===== config.mk =====
export PLATFORM = sky130hd
export DESIGN_NAME = memlcd_cmd_tx
export DESIGN_NICKNAME = d
export VERILOG_FILES = /design/src/rtl/memlcd_pkg.sv /design/src/rtl/memlcd_clkdiv.sv /design/src/rtl/memlcd_serializer.sv /design/src/rtl/memlcd_framer.sv /design/src/rtl/memlcd_cmd_tx.sv
export SDC_FILE = /design/constraint.sdc
export NUM_CORES = 1
export LEC_CHECK = 0
export CAP_MARGIN = 10
export CORE_ASPECT_RATIO = 1.4
export CORE_MARGIN = 4
export CORE_UTILIZATION = 30
export CTS_CLUSTER_DIAMETER = 30
export DETAILED_ROUTE_END_ITERATION = 6
export DONT_BUFFER_PORTS = 1
export RECOVER_POWER = 100
export SYNTH_ARGS = -nofsm -noshare
export SYNTH_HDL_FRONTEND = slang
export SYNTH_SLANG_ARGS = --single-unit

===== constraint.sdc =====
create_clock -name clk -period 4.25 [get_ports clk]
set_clock_uncertainty 0.1 [all_clocks]
set_input_delay 1.275 -clock clk [delete_from_list [all_inputs] [get_ports clk]]
set_output_delay 1.275 -clock clk [all_outputs]
set_load 0.005 [all_outputs]

===== src/rtl/memlcd_pkg.sv =====
// Shared types for the memory LCD command transmitter.
// Assumes the panel takes an 8-bit command with the polarity bit second in time.
package memlcd_pkg;

    typedef enum logic [1:0] {
        OP_VCOM  = 2'b00,
        OP_LINE  = 2'b01,
        OP_BURST = 2'b10,
        OP_CLEAR = 2'b11
    } memlcd_op_e;

    // Command byte in shift-register order: bit 0 leaves the block first.
    function automatic logic [7:0] cmd_byte(input memlcd_op_e op, input logic vcom);
        logic [7:0] b;
        case (op)
            OP_LINE, OP_BURST: b = {6'b000000, vcom, 1'b1};
            OP_CLEAR:          b = {5'b00000, 1'b1, vcom, 1'b0};
            default:           b = {6'b000000, vcom, 1'b0};
        endcase
        return b;
    endfunction

    function automatic logic op_writes_lines(input memlcd_op_e op);
        return (op == OP_LINE) || (op == OP_BURST);
    endfunction

endpackage


===== src/rtl/memlcd_clkdiv.sv =====
// Half-period tick generator for the serial clock.
// Counts system clocks while run is high and pulses half_tick on the last
// count of every half period. Restarts from zero whenever run drops.
module memlcd_clkdiv #(
    parameter int HALF_DIV = 4
) (
    input  logic clk,
    input  logic rst_n,
    input  logic run,
    output logic half_tick
);
    localparam int CW = (HALF_DIV > 1) ? $clog2(HALF_DIV) : 1;
    localparam logic [CW-1:0] TOP = CW'(HALF_DIV - 1);

    logic [CW-1:0] cnt;

    assign half_tick = run && (cnt == TOP);

    // Count the current half period, cleared while idle.
    always_ff @(posedge clk) begin
        if (!rst_n || !run || (cnt == TOP)) begin
            cnt <= '0;
        end else begin
            cnt <= cnt + 1'b1;
        end
    end

    AST_TICK_NEEDS_RUN: assert property (@(posedge clk) disable iff (!rst_n)
        half_tick |-> run);

endmodule


===== src/rtl/memlcd_serializer.sv =====
// Byte-to-bit serializer for the panel link.
// Takes bytes over a valid/ready hand-off, shifts each out LSB first, holds
// chip select across bytes and closes with one low half period after the byte
// flagged last. Assumes the byte source keeps valid steady until accepted.
module memlcd_serializer #(
    parameter int HALF_DIV = 4
) (
    input  logic       clk,
    input  logic       rst_n,
    input  logic       byte_valid,
    input  logic [7:0] byte_data,
    input  logic       byte_last,
    output logic       byte_ready,
    output logic       done,
    output logic       scs,
    output logic       sclk,
    output logic       sdata
);
    typedef enum logic [2:0] {
        SER_IDLE, SER_FETCH, SER_LOW, SER_HIGH, SER_TAIL
    } ser_state_e;

    ser_state_e state;
    logic [7:0] shreg;
    logic [2:0] bit_idx;
    logic       last_q;
    logic       half_tick;
    logic       run;

    assign run        = (state == SER_LOW) || (state == SER_HIGH) || (state == SER_TAIL);
    assign byte_ready = (state == SER_IDLE) || (state == SER_FETCH);
    assign done       = (state == SER_TAIL) && half_tick;

    memlcd_clkdiv #(.HALF_DIV(HALF_DIV)) div_i (
        .clk       (clk),
        .rst_n     (rst_n),
        .run       (run),
        .half_tick (half_tick)
    );

    // Walk each byte through low/high clock phases and frame it with chip select.
    always_ff @(posedge clk) begin
        if (!rst_n) begin
            state   <= SER_IDLE;
            shreg   <= '0;
            bit_idx <= '0;
            last_q  <= 1'b0;
            scs     <= 1'b0;
            sclk    <= 1'b0;
            sdata   <= 1'b0;
        end else begin
            case (state)
                SER_IDLE, SER_FETCH: begin
                    if (byte_valid) begin
                        shreg   <= byte_data;
                        sdata   <= byte_data[0];
                        last_q  <= byte_last;
                        bit_idx <= '0;
                        scs     <= 1'b1;
                        state   <= SER_LOW;
                    end
                end
                SER_LOW: begin
                    if (half_tick) begin
                        sclk  <= 1'b1;
                        state <= SER_HIGH;
                    end
                end
                SER_HIGH: begin
                    if (half_tick) begin
                        sclk <= 1'b0;
                        if (bit_idx == 3'd7) begin
                            if (last_q) begin
                                sdata <= 1'b0;
                                state <= SER_TAIL;
                            end else begin
                                state <= SER_FETCH;
                            end
                        end else begin
                            bit_idx <= bit_idx + 3'd1;
                            shreg   <= {1'b0, shreg[7:1]};
                            sdata   <= shreg[1];
                            state   <= SER_LOW;
                        end
                    end
                end
                SER_TAIL: begin
                    if (half_tick) begin
                        scs   <= 1'b0;
                        state <= SER_IDLE;
                    end
                end
                default: state <= SER_IDLE;
            endcase
        end
    end

    AST_SCLK_INSIDE_CS: assert property (@(posedge clk) disable iff (!rst_n)
        sclk |-> scs);
    AST_CS_DROP_CLEAN: assert property (@(posedge clk) disable iff (!rst_n)
        $fell(scs) |-> (!sclk && !sdata));
    AST_DATA_STEADY_AT_RISE: assert property (@(posedge clk) disable iff (!rst_n)
        $rose(sclk) |-> $stable(sdata));
    AST_DATA_STEADY_HIGH: assert property (@(posedge clk) disable iff (!rst_n)
        (sclk && $past(sclk)) |-> $stable(sdata));
    AST_FETCH_STALL_LOW: assert property (@(posedge clk) disable iff (!rst_n)
        (state == SER_FETCH) |-> (!sclk && scs));

endmodule


===== src/rtl/memlcd_framer.sv =====
// Transaction sequencer for the panel protocol.
// Accepts one host request at a time and offers the serializer a byte stream:
// command, then per line address, pixel bytes and a one- or two-byte zero
// trailer. Assumes H_RES is a multiple of 8.
module memlcd_framer
    import memlcd_pkg::*;
#(
    parameter int H_RES = 400
) (
    input  logic       clk,
    input  logic       rst_n,
    input  logic       req_valid,
    input  logic [1:0] req_op,
    input  logic       req_vcom,
    output logic       busy,
    input  logic       ln_valid,
    output logic       ln_ready,
    input  logic [7:0] ln_addr,
    input  logic       ln_last,
    input  logic       pix_valid,
    output logic       pix_ready,
    input  logic [7:0] pix_data,
    output logic       byte_valid,
    output logic [7:0] byte_data,
    output logic       byte_last,
    input  logic       byte_ready,
    input  logic       ser_done
);
    localparam int BPL = H_RES / 8;
    localparam int PCW = (BPL > 1) ? $clog2(BPL) : 1;
    localparam logic [PCW-1:0] PIX_TOP = PCW'(BPL - 1);

    typedef enum logic [2:0] {
        FR_IDLE, FR_CMD, FR_ADDR, FR_DATA, FR_TRAIL, FR_DRAIN
    } fr_state_e;

    fr_state_e  state;
    memlcd_op_e op_q;
    logic       vcom_q;
    logic       last_line_q;
    logic       end_q;
    logic [1:0] trail_cnt;
    logic [PCW-1:0] pix_cnt;
    logic       fire;

    assign busy = (state != FR_IDLE);
    assign fire = byte_valid && byte_ready;

    // Pick the byte offered to the serializer from the current field.
    always_comb begin
        byte_valid = 1'b0;
        byte_data  = 8'h00;
        byte_last  = 1'b0;
        ln_ready   = 1'b0;
        pix_ready  = 1'b0;
        case (state)
            FR_CMD: begin
                byte_valid = 1'b1;
                byte_data  = cmd_byte(op_q, vcom_q);
            end
            FR_ADDR: begin
                byte_valid = ln_valid;
                byte_data  = ln_addr;
                ln_ready   = byte_ready;
            end
            FR_DATA: begin
                byte_valid = pix_valid;
                byte_data  = pix_data;
                pix_ready  = byte_ready;
            end
            FR_TRAIL: begin
                byte_valid = 1'b1;
                byte_last  = end_q && (trail_cnt == 2'd1);
            end
            default: ;
        endcase
    end

    // Advance through the fields of one transaction.
    always_ff @(posedge clk) begin
        if (!rst_n) begin
            state       <= FR_IDLE;
            op_q        <= OP_VCOM;
            vcom_q      <= 1'b0;
            last_line_q <= 1'b0;
            end_q       <= 1'b0;
            trail_cnt   <= 2'd0;
            pix_cnt     <= '0;
        end else begin
            case (state)
                FR_IDLE: begin
                    if (req_valid) begin
                        op_q   <= memlcd_op_e'(req_op);
                        vcom_q <= req_vcom;
                        state  <= FR_CMD;
                    end
                end
                FR_CMD: begin
                    if (fire) begin
                        if (op_writes_lines(op_q)) begin
                            state <= FR_ADDR;
                        end else begin
                            trail_cnt <= 2'd1;
                            end_q     <= 1'b1;
                            state     <= FR_TRAIL;
                        end
                    end
                end
                FR_ADDR: begin
                    if (fire) begin
                        last_line_q <= (op_q == OP_LINE) || ln_last;
                        pix_cnt     <= '0;
                        state       <= FR_DATA;
                    end
                end
                FR_DATA: begin
                    if (fire) begin
                        if (pix_cnt == PIX_TOP) begin
                            trail_cnt <= last_line_q ? 2'd2 : 2'd1;
                            end_q     <= last_line_q;
                            state     <= FR_TRAIL;
                        end else begin
                            pix_cnt <= pix_cnt + 1'b1;
                        end
                    end
                end
                FR_TRAIL: begin
                    if (fire) begin
                        if (trail_cnt == 2'd1) begin
                            state <= end_q ? FR_DRAIN : FR_ADDR;
                        end
                        trail_cnt <= trail_cnt - 2'd1;
                    end
                end
                FR_DRAIN: begin
                    if (ser_done) begin
                        state <= FR_IDLE;
                    end
                end
                default: state <= FR_IDLE;
            endcase
        end
    end

    AST_REQ_IGNORED_BUSY: assert property (@(posedge clk) disable iff (!rst_n)
        (busy && req_valid) |=> ($stable(op_q) && $stable(vcom_q)));
    AST_PIX_COUNT_RANGE: assert property (@(posedge clk) disable iff (!rst_n)
        pix_cnt <= PIX_TOP);
    AST_NO_LINE_HS_CTRL: assert property (@(posedge clk) disable iff (!rst_n)
        (ln_ready || pix_ready) |-> op_writes_lines(op_q));
    AST_TRAILER_LEN: assert property (@(posedge clk) disable iff (!rst_n)
        (state == FR_TRAIL) |-> (trail_cnt == 2'd1 || trail_cnt == 2'd2));

endmodule


===== src/rtl/memlcd_cmd_tx.sv =====
// Top of the memory LCD command transmitter.
// Joins the protocol framer to the bit serializer. The host sees a request
// port, two ready/valid streams for line addresses and pixel bytes, and the
// three panel wires. Assumes H_RES is a multiple of 8 and HALF_DIV >= 1.
module memlcd_cmd_tx #(
    parameter int H_RES    = 400,
    parameter int HALF_DIV = 4
) (
    input  logic       clk,
    input  logic       rst_n,
    input  logic       req_valid,
    input  logic [1:0] req_op,
    input  logic       req_vcom,
    output logic       busy,
    input  logic       ln_valid,
    output logic       ln_ready,
    input  logic [7:0] ln_addr,
    input  logic       ln_last,
    input  logic       pix_valid,
    output logic       pix_ready,
    input  logic [7:0] pix_data,
    output logic       lcd_cs,
    output logic       lcd_sclk,
    output logic       lcd_sdata
);
    logic       byte_valid;
    logic [7:0] byte_data;
    logic       byte_last;
    logic       byte_ready;
    logic       ser_done;

    memlcd_framer #(.H_RES(H_RES)) framer_i (
        .clk        (clk),
        .rst_n      (rst_n),
        .req_valid  (req_valid),
        .req_op     (req_op),
        .req_vcom   (req_vcom),
        .busy       (busy),
        .ln_valid   (ln_valid),
        .ln_ready   (ln_ready),
        .ln_addr    (ln_addr),
        .ln_last    (ln_last),
        .pix_valid  (pix_valid),
        .pix_ready  (pix_ready),
        .pix_data   (pix_data),
        .byte_valid (byte_valid),
        .byte_data  (byte_data),
        .byte_last  (byte_last),
        .byte_ready (byte_ready),
        .ser_done   (ser_done)
    );

    memlcd_serializer #(.HALF_DIV(HALF_DIV)) ser_i (
        .clk        (clk),
        .rst_n      (rst_n),
        .byte_valid (byte_valid),
        .byte_data  (byte_data),
        .byte_last  (byte_last),
        .byte_ready (byte_ready),
        .done       (ser_done),
        .scs        (lcd_cs),
        .sclk       (lcd_sclk),
        .sdata      (lcd_sdata)
    );

    AST_CS_WITHIN_BUSY: assert property (@(posedge clk) disable iff (!rst_n)
        lcd_cs |-> busy);
    AST_BUSY_RELEASE_WITH_CS: assert property (@(posedge clk) disable iff (!rst_n)
        $fell(busy) |-> $fell(lcd_cs));
    AST_IDLE_QUIET: assert property (@(posedge clk) disable iff (!rst_n)
        !busy |-> (!lcd_cs && !lcd_sclk));

endmodule


# Word level (Yosys, flattened, before mapping)
# Cells that the tools add are included.
# word_totals
regBits	36
in_bits	25
out_inout_bits	6
word_cells	146
# classes
n_addsub	4
n_eq_ne	32
mux	58
n_reduce_logical	37
# ops
cell	count
3-bit 2-to-1 mux	19
8-bit 2-to-1 mux	3
8-bit one-hot mux with 3 select lines	1
2-bit by 1-bit != test with 1-bit output (second input constant)	10
6-bit 2-to-1 mux	3
3-bit one-hot mux with 6 select lines	1
8-bit one-hot mux with 2 select lines	1
4-bit AND reduction	4
1-bit 2-to-1 mux	14
3-bit by 2-bit equality test with 1-bit output (second input constant)	4
3-bit equality test (second input constant)	4
2-bit 2-to-1 mux	6
3-bit one-hot mux with 2 select lines	2
3-bit one-hot mux with 4 select lines	1
6-bit one-hot mux with 2 select lines	1
2-bit != test (second input constant)	5
2-bit nonzero test	5
1-bit one-hot mux with 2 select lines	4
8-bit AND reduction	1
1-bit logical OR	7
6-bit by 1-bit adder with 6-bit output (second input constant)	1
2-bit equality test (second input constant)	3
3-bit by 1-bit equality test with 1-bit output (second input constant)	2
6-bit equality test (second input constant)	1
16 further kinds	28

# Depth between registers and ports, before layout
# Gate-level depths: netlist of run 1.
# depth
ltp_word	7
mapped_depth	8
depth_no_buf	7

# Hierarchy
# From an unflattened synthesis of run 1, not the netlist that was laid out.
# hier_totals
hier_cells	258
hier_area_um2	2249.7
# modules_own_cells
module	instances	cells_each	area_per_inst_um2	seq_area_each_um2
memlcd_framer	1	149	1234.9	320.3
memlcd_serializer	1	103	930.9	340.3
memlcd_clkdiv	1	6	83.8	40.0

# Worst setup path before layout of run 1
# Ideal clock, no wire load.
# synth_timing
kind	input port to flip-flop
from	input port ln_valid
to	register ser_i.shreg[3]
setup_time_ps	116
t_arrival_ps	2267
required_time_ps	4034
setup_slack_ps	1767
stages	5
cell_sequence	nor2b_1 a22o_4 o21a_1 buf_6 o211a_1
# synth_between
elab_chain_len	3
# synth_lines
element	line_no	source
from (decl)	memlcd_cmd_tx.sv:15	input logic ln_valid,
1-bit one-hot mux with 3 select lines	memlcd_framer.sv:56	case (state)
2-bit != test (no line)	n/a	
4-bit AND reduction (no line)	n/a	
to (signal assigned)	memlcd_serializer.sv:55	shreg <= byte_data;
to (signal assigned)	memlcd_serializer.sv:81	shreg <= {1'b0, shreg[7:1]};
to (decl)	memlcd_serializer.sv:24	logic [7:0] shreg;
# Every way passes these cells.
# A chain may end at the register's enable or synchronous reset.

# Worst setup path in the final report of run 1
# layout_timing
from	register framer_i.state[0]
to	output port pix_ready
# layout_between
elab_chain_len	2
# layout_lines
element	line_no	source
from (decl)	memlcd_framer.sv:37	fr_state_e state;
from (signal assigned)	memlcd_framer.sv:130	state <= end_q ? FR_DRAIN : FR_ADDR;
3-bit by 2-bit equality test with 1-bit output	memlcd_framer.sv:56	
1-bit 2-to-1 mux	memlcd_framer.sv:56	
to (decl)	memlcd_cmd_tx.sv:20	output logic pix_ready,
# Every way passes these cells.

==> impl_metrics.json, run 1 <==
{
  "p_clk_frac": 0.186,
  "drc": 0,
  "worst_slack_ns": 1.15,
  "final_common_cell": "dfxtp_1",
  "seqPwrFrac": 0.410,
  "combPwrFrac": 0.404,
  "rows": 35,
  "synth_nets": 276,
  "synthFlopType": "dfxtp_1",
  "hp-class": "register to register",
  "crit_arrival_ns": 1.73,
  "portBuffers": 0,
  "syn_inst": 243,
  "root_buffer": "clkbuf_8",
  "netlist_area_um2": 2090,
  "yosysSeqAreaShare": 0.335,
  "ys_async_sr_fraction": 0,
  "cp.required_ns": 2.87,
  "cts_setup_buffers": 0,
  "area_growth_pct": 3.71,
  "synth_edf_count": 0,
  "dieHeight_um": 107,
  "crit_chain": "and3b_1 -> and2_0",
  "n_antenna_cell": 0,
  "clock_path_buffers": 2,
  "cellPowerDensity_nw_per_um2": 562,
  "io_pins": 31,
  "viasPerCell": 5.35,
  "drt-total-wl_mm": 4.91,
  "num_vias": 1756,
  "tightest_slew_ns": 0.954,
  "slowest_delay_ns": 0.86,
  "switchingPower_mw": 0.496,
  "cts_buffers": 5,
  "fillers": 721,
  "fmax_mhz": 322,
  "yosys_warnings": 0,
  "hpwl_mm": 3.58,
  "gp_congestion": 0.808,
  "final_hold_viol_count": 0,
  "htreeDepth": 2,
  "slew_headroom": 0.355,
  "clock_latency_ns": 0.29,
  "drv_slew": 0,
  "grt_use_total": 0.122,
  "ant_nets": 0,
  "drt_iter0_markers": 81,
  "p_sw_frac": 0.407,
  "crit_fanout": 21,
  "cts.repair.resized": 0,
  "finalCritPeriodShare": 0.730,
  "grt_first_pass_wirelength_mm": 7.98,
  "p_leak_nw": 0.813,
  "cts_hold_buf": 0,
  "finalNetCount": 270,
  "crit_buf_inv": 0,
  "tns_ns": 0,
  "endpoint_kind": "output pin",
  "grt_max_degree": 29,
  "antenna_found_initial": 0,
  "final_layout_size_suffix_gt1_frac": 0.0466,
  "grt_pass1_vias": 1628,
  "clk_pin_slew_ns": 0.07,
  "grt_overflow": 0,
  "vdd_drop_max_uv": 282,
  "dr.pass1.iters": 4,
  "cts_tree": "yes",
  "core_area_um2": 6700,
  "avgRoutedWirePerCell_um": 15.0,
  "die_w_um": 78.5,
  "min_period_ns": 3.10,
  "cp-start-kind": "register",
  "syn_area_per_cell_um2": 8.60,
  "setup_violations": 0,
  "hold_slack_ns": 0.340,
  "layout_common_cells": "dfxtp_1 (35), nand2_1 (22), nor2_1 (20)",
  "place_ws_ns": 1.41,
  "intPower_mw": 0.722,
  "crit_slowest_cell": "dfxtp_1",
  "outcome": "finished, final reports clean",
  "cap_viol_max_count": 0,
  "crit_family": "flip-flops",
  "cts.sinks": 35,
  "path_class": "register to output pin",
  "rsz0062_at_grt": "no",
  "design.die.area_um2": 8380,
  "ys_ff_latch": 35,
  "synth_cell_types": 57,
  "start_util": 0.312
}
logic make-up (layout without fill, tap and decap cells):
group,after synthesis,in the layout,synth area share
compound gates,63,63,0.227
xor+xnor,4,4,0.0168
buf+inv,23,16,0.0527
simple gates,98,98,0.263
flops,35,35,0.335
fa+ha+maj,8,8,0.0479
mux,12,12,0.0575
worst reg2reg max path: stages, from the launching register on:
cell and delay [ns]:
dfxtp_1 0.86, nor2b_1 0.37, a22o_4 0.20, o21a_1 0.42, inv_1 0.14, a32o_1 0.28
registers in the layout, indices dropped and copies added, names as in the netlist, 2 cells and up:
| register | count |
|---|---|
| framer_i.pix_cnt | 6 |
| ser_i.bit_idx | 3 |
| framer_i.trail_cnt | 2 |
| ser_i.div_i.cnt | 2 |
| framer_i.state | 3 |
| ser_i.shreg | 7 |
| framer_i.op_q | 2 |
| ser_i.state | 3 |
cells in the mapped netlist (2+ instances only):
master,n,share of area
buf_1,2,0.0036
or3_1,2,0.0060
ha_1,8,0.048
and2_1,2,0.0060
a32o_1,2,0.0096
nand4b_1,2,0.0084
mux2i_1,12,0.057
buf_4,2,0.0072
a21oi_1,15,0.036
o211a_1,5,0.024
xor2_1,4,0.017
nand4_1,6,0.018
o211ai_1,3,0.011
nor3_1,5,0.012
nand2_1,22,0.040
o211ai_2,2,0.012
dfxtp_1,35,0.34
a22oi_1,3,0.011
o31ai_1,2,0.0072
nor2b_2,2,0.0084
o21a_1,5,0.018
and3_1,3,0.0090
nand2b_1,6,0.018
nor2_1,20,0.036
o21ai_0,12,0.029
buf_2,7,0.017
inv_1,9,0.016
nor4b_1,2,0.0084
and3b_1,2,0.0084
clkbuf_1,2,0.0036
a221o_1,2,0.0096
nand3b_1,2,0.0072
nand3_1,7,0.017
nor2b_1,5,0.015
path summary, 6_finish.rpt:
check	from	to	slack (ns)	cells after the start
setup reg to reg	framer_i.state[0]	ser_i.bit_idx[1]	1.77	5
hold reg to reg	ser_i.div_i.cnt[0]	ser_i.div_i.cnt[0]	0.34	1
hold / removal	ser_i.div_i.cnt[0]	ser_i.div_i.cnt[0]	0.34	1
setup / recovery	framer_i.state[0]	pix_ready	1.15	2
metal layers:
metal  part of all wire  vias to the layer above  GRT usage
met5                  0                        -          0
met4              0.022                        0     0.0563
met3              0.041                        9     0.0252
met2               0.50                       41      0.211
met1               0.43                      837      0.141
li1                   -                      869          -
per-stage QoR:
step,area (um^2),util,total power [mW],std cells
2_1_floorplan,2090,-,0.935,243
3_3_place_gp,2140,0.319,1.01,322
3_5_place_dp,2140,0.319,1.03,322
4_1_cts,2210,0.330,1.25,328
5_1_grt,2170,0.323,1.31,328
6_report,2170,0.323,1.22,328
power by group through the flow:
stage	clock [mW]	sequential, mW	combinational, mW
after floorplan	0	0.446	0.489
after global placement	0	0.502	0.508
after detailed placement	0	0.507	0.519
after CTS	0.233	0.499	0.521
after global routing	0.244	0.511	0.552
final	0.226	0.499	0.492
layout make-up:
cell class / instances / area (um^2) / area share
Timing Repair Buffer: 1 / 7.51 / 0.00346
Multi-Input combinational cell: 185 / 1240 / 0.571
Inverter: 9 / 33.8 / 0.0156
Clock buffer: 6 / 72.6 / 0.0335
Sequential cell: 35 / 701 / 0.323
Tap cell: 92 / 115 / 0.0531
(Power assumes the default switching activity.)
==> run 2, diff against run 1 <==
==> constraint.sdc (replaced) <==
create_clock -name clk -period 2.5 [get_ports clk]
set_clock_uncertainty 0.1 [all_clocks]
set_input_delay 0.75 -clock clk [delete_from_list [all_inputs] [get_ports clk]]
set_output_delay 0.75 -clock clk [all_outputs]
set_load 0.005 [all_outputs]
==> impl_metrics.json, run 2 (same netlist as run 1, synthesis figures left out) <==
{
  "min_period_ns": 2.39,
  "viasPerCell": 5.24,
  "use_met1": 0.146,
  "tns_ns": 0,
  "grt_pass1_vias": 1710,
  "final_common_cell": "dfxtp_1",
  "hold_slack_ns": 0.337,
  "io_pins": 31,
  "path_class": "register to output pin",
  "intPower_mw": 1.47,
  "fillers": 685,
  "largest_register_ffs": 7,
  "avgRoutedWirePerCell_um": 14.9,
  "gp_congestion": 0.862,
  "cts_setup_buffers": 0,
  "tightest_slew_ns": 0.957,
  "cap_viol_max_count": 0,
  "clock_path_buffers": 2,
  "num_vias": 1744,
  "cellPowerDensity_nw_per_um2": 1040,
  "antenna_found_initial": 0,
  "cts_tree": "yes",
  "cp.required_ns": 1.65,
  "p_sw_frac": 0.375,
  "endpoint_kind": "output pin",
  "drt-total-wl_mm": 4.96,
  "p_leak_nw": 0.857,
  "hpwl_mm": 3.67,
  "crit_chain": "or4b_4 -> nor2_1",
  "busiest_layer": "met2",
  "rsz0062_at_grt": "no",
  "met3_usage": 0.0269,
  "grt_use_total": 0.123,
  "ant_nets": 0,
  "cp-start-kind": "register",
  "grt_max_degree": 29,
  "n_antenna_cell": 0,
  "combPwrFrac": 0.388,
  "p_clk_frac": 0.264,
  "hp-class": "register to register",
  "core_area_um2": 6700,
  "root_buffer": "clkbuf_8",
  "switchingPower_mw": 0.882,
  "portBuffers": 0,
  "slew_headroom": 0.353,
  "dr.pass1.iters": 4,
  "clock_latency_ns": 0.29,
  "final_layout_size_suffix_gt1_frac": 0.0747,
  "regMostFlops": "ser_i.shreg",
  "outcome": "finished, final reports clean",
  "clk_pin_slew_ns": 0.07,
  "crit_arrival_ns": 1.54,
  "seqPwrFrac": 0.348,
  "grt_overflow": 0,
  "use_met2": 0.216,
  "finalCritPeriodShare": 0.958,
  "grt_first_pass_wirelength_mm": 8.25,
  "rows": 35,
  "die_w_um": 78.5,
  "crit_slowest_cell": "dfxtp_1",
  "top_regs": "ser_i.shreg (7), framer_i.pix_cnt (6)",
  "fmax_mhz": 418,
  "dieHeight_um": 107,
  "slowest_delay_ns": 0.54,
  "area_growth_pct": 8.44,
  "final_hold_viol_count": 0,
  "vdd_drop_max_uv": 437,
  "finalNetCount": 273,
  "drc": 0,
  "htreeDepth": 2,
  "cts_hold_buf": 0,
  "start_util": 0.312,
  "cts.sinks": 35,
  "cts.repair.resized": 0,
  "drv_slew": 0,
  "crit_fanout": 8,
  "setup_violations": 0,
  "drt_iter0_markers": 67,
  "layout_common_cells": "dfxtp_1 (35), nand2_1 (22), nor2_1 (20)",
  "cts_buffers": 5,
  "design.die.area_um2": 8380
}
==> run 2: cell count changes in the layout (fill, tap and decap cells not counted) <==
| cell | change |
|---|---|
| bufinv_16 | +2 |
| buf_4 | -1 |
| o211ai_2 | +1 |
| o211ai_1 | -1 |
| or4b_1 | -1 |
| or4b_4 | +1 |
| clkinvlp_4 | +1 |
| clkbuf_2 | +2 |
| buf_12 | +1 |
==> run 2: power groups by stage <==
stage          logic (mW)  clock network (mW)  registers, mW
3_3_place_gp        0.946                   0          0.829
5_1_grt              1.03               0.656          0.836
6_report            0.913               0.622          0.819
2_1_floorplan       0.831                   0          0.758
3_5_place_dp        0.964                   0          0.828
4_1_cts             0.969               0.634          0.816
==> run 2: final timing paths <==
check	start	end	slack, ns	depth (start not counted)
setup / recovery	framer_i.state[1]	ln_ready	0.11	2
hold / removal	ser_i.div_i.cnt[0]	ser_i.div_i.cnt[0]	0.34	1
setup reg to reg	framer_i.state[1]	ser_i.shreg[7]	0.25	6
hold reg to reg	ser_i.div_i.cnt[0]	ser_i.div_i.cnt[0]	0.34	1
==> run 2: per-layer routing <==
layer | vias up | share of wire
met3 | 7 | 0.037
li1 | 878 | -
met2 | 30 | 0.51
met5 | - | 0
met4 | 0 | 0.014
met1 | 829 | 0.44
==> run 2: area by class of cell <==
cell class                      instances  area (um^2)  area share
Sequential cell                        35          701       0.309
Inverter                                9         33.8      0.0149
Clock inverter                          3         67.6      0.0298
Clock buffer                            5         68.8      0.0304
Timing Repair Buffer                    4         33.8      0.0149
Tap cell                               92          115      0.0508
Multi-Input combinational cell        185         1250       0.550
==> run 2: worst max-delay path, delay by kind of cell, from the launching register on <==
kind,cells,cell delay [ns]
flip-flops,1,0.54
AND/OR/NAND/NOR,2,0.71
==> run 2: stage by stage <==
stage          std cells  power [mW]  cell area, um^2  worst slack, ns   util
2_1_floorplan        243        1.59             2090            0.542      -
3_3_place_gp         325        1.78             2170            0.367  0.324
3_5_place_dp         325        1.79             2170            0.331  0.324
4_1_cts              333        2.42             2310           0.0529  0.344
5_1_grt              333        2.52             2270           0.0310  0.338
6_report             333        2.35             2270            0.106  0.338
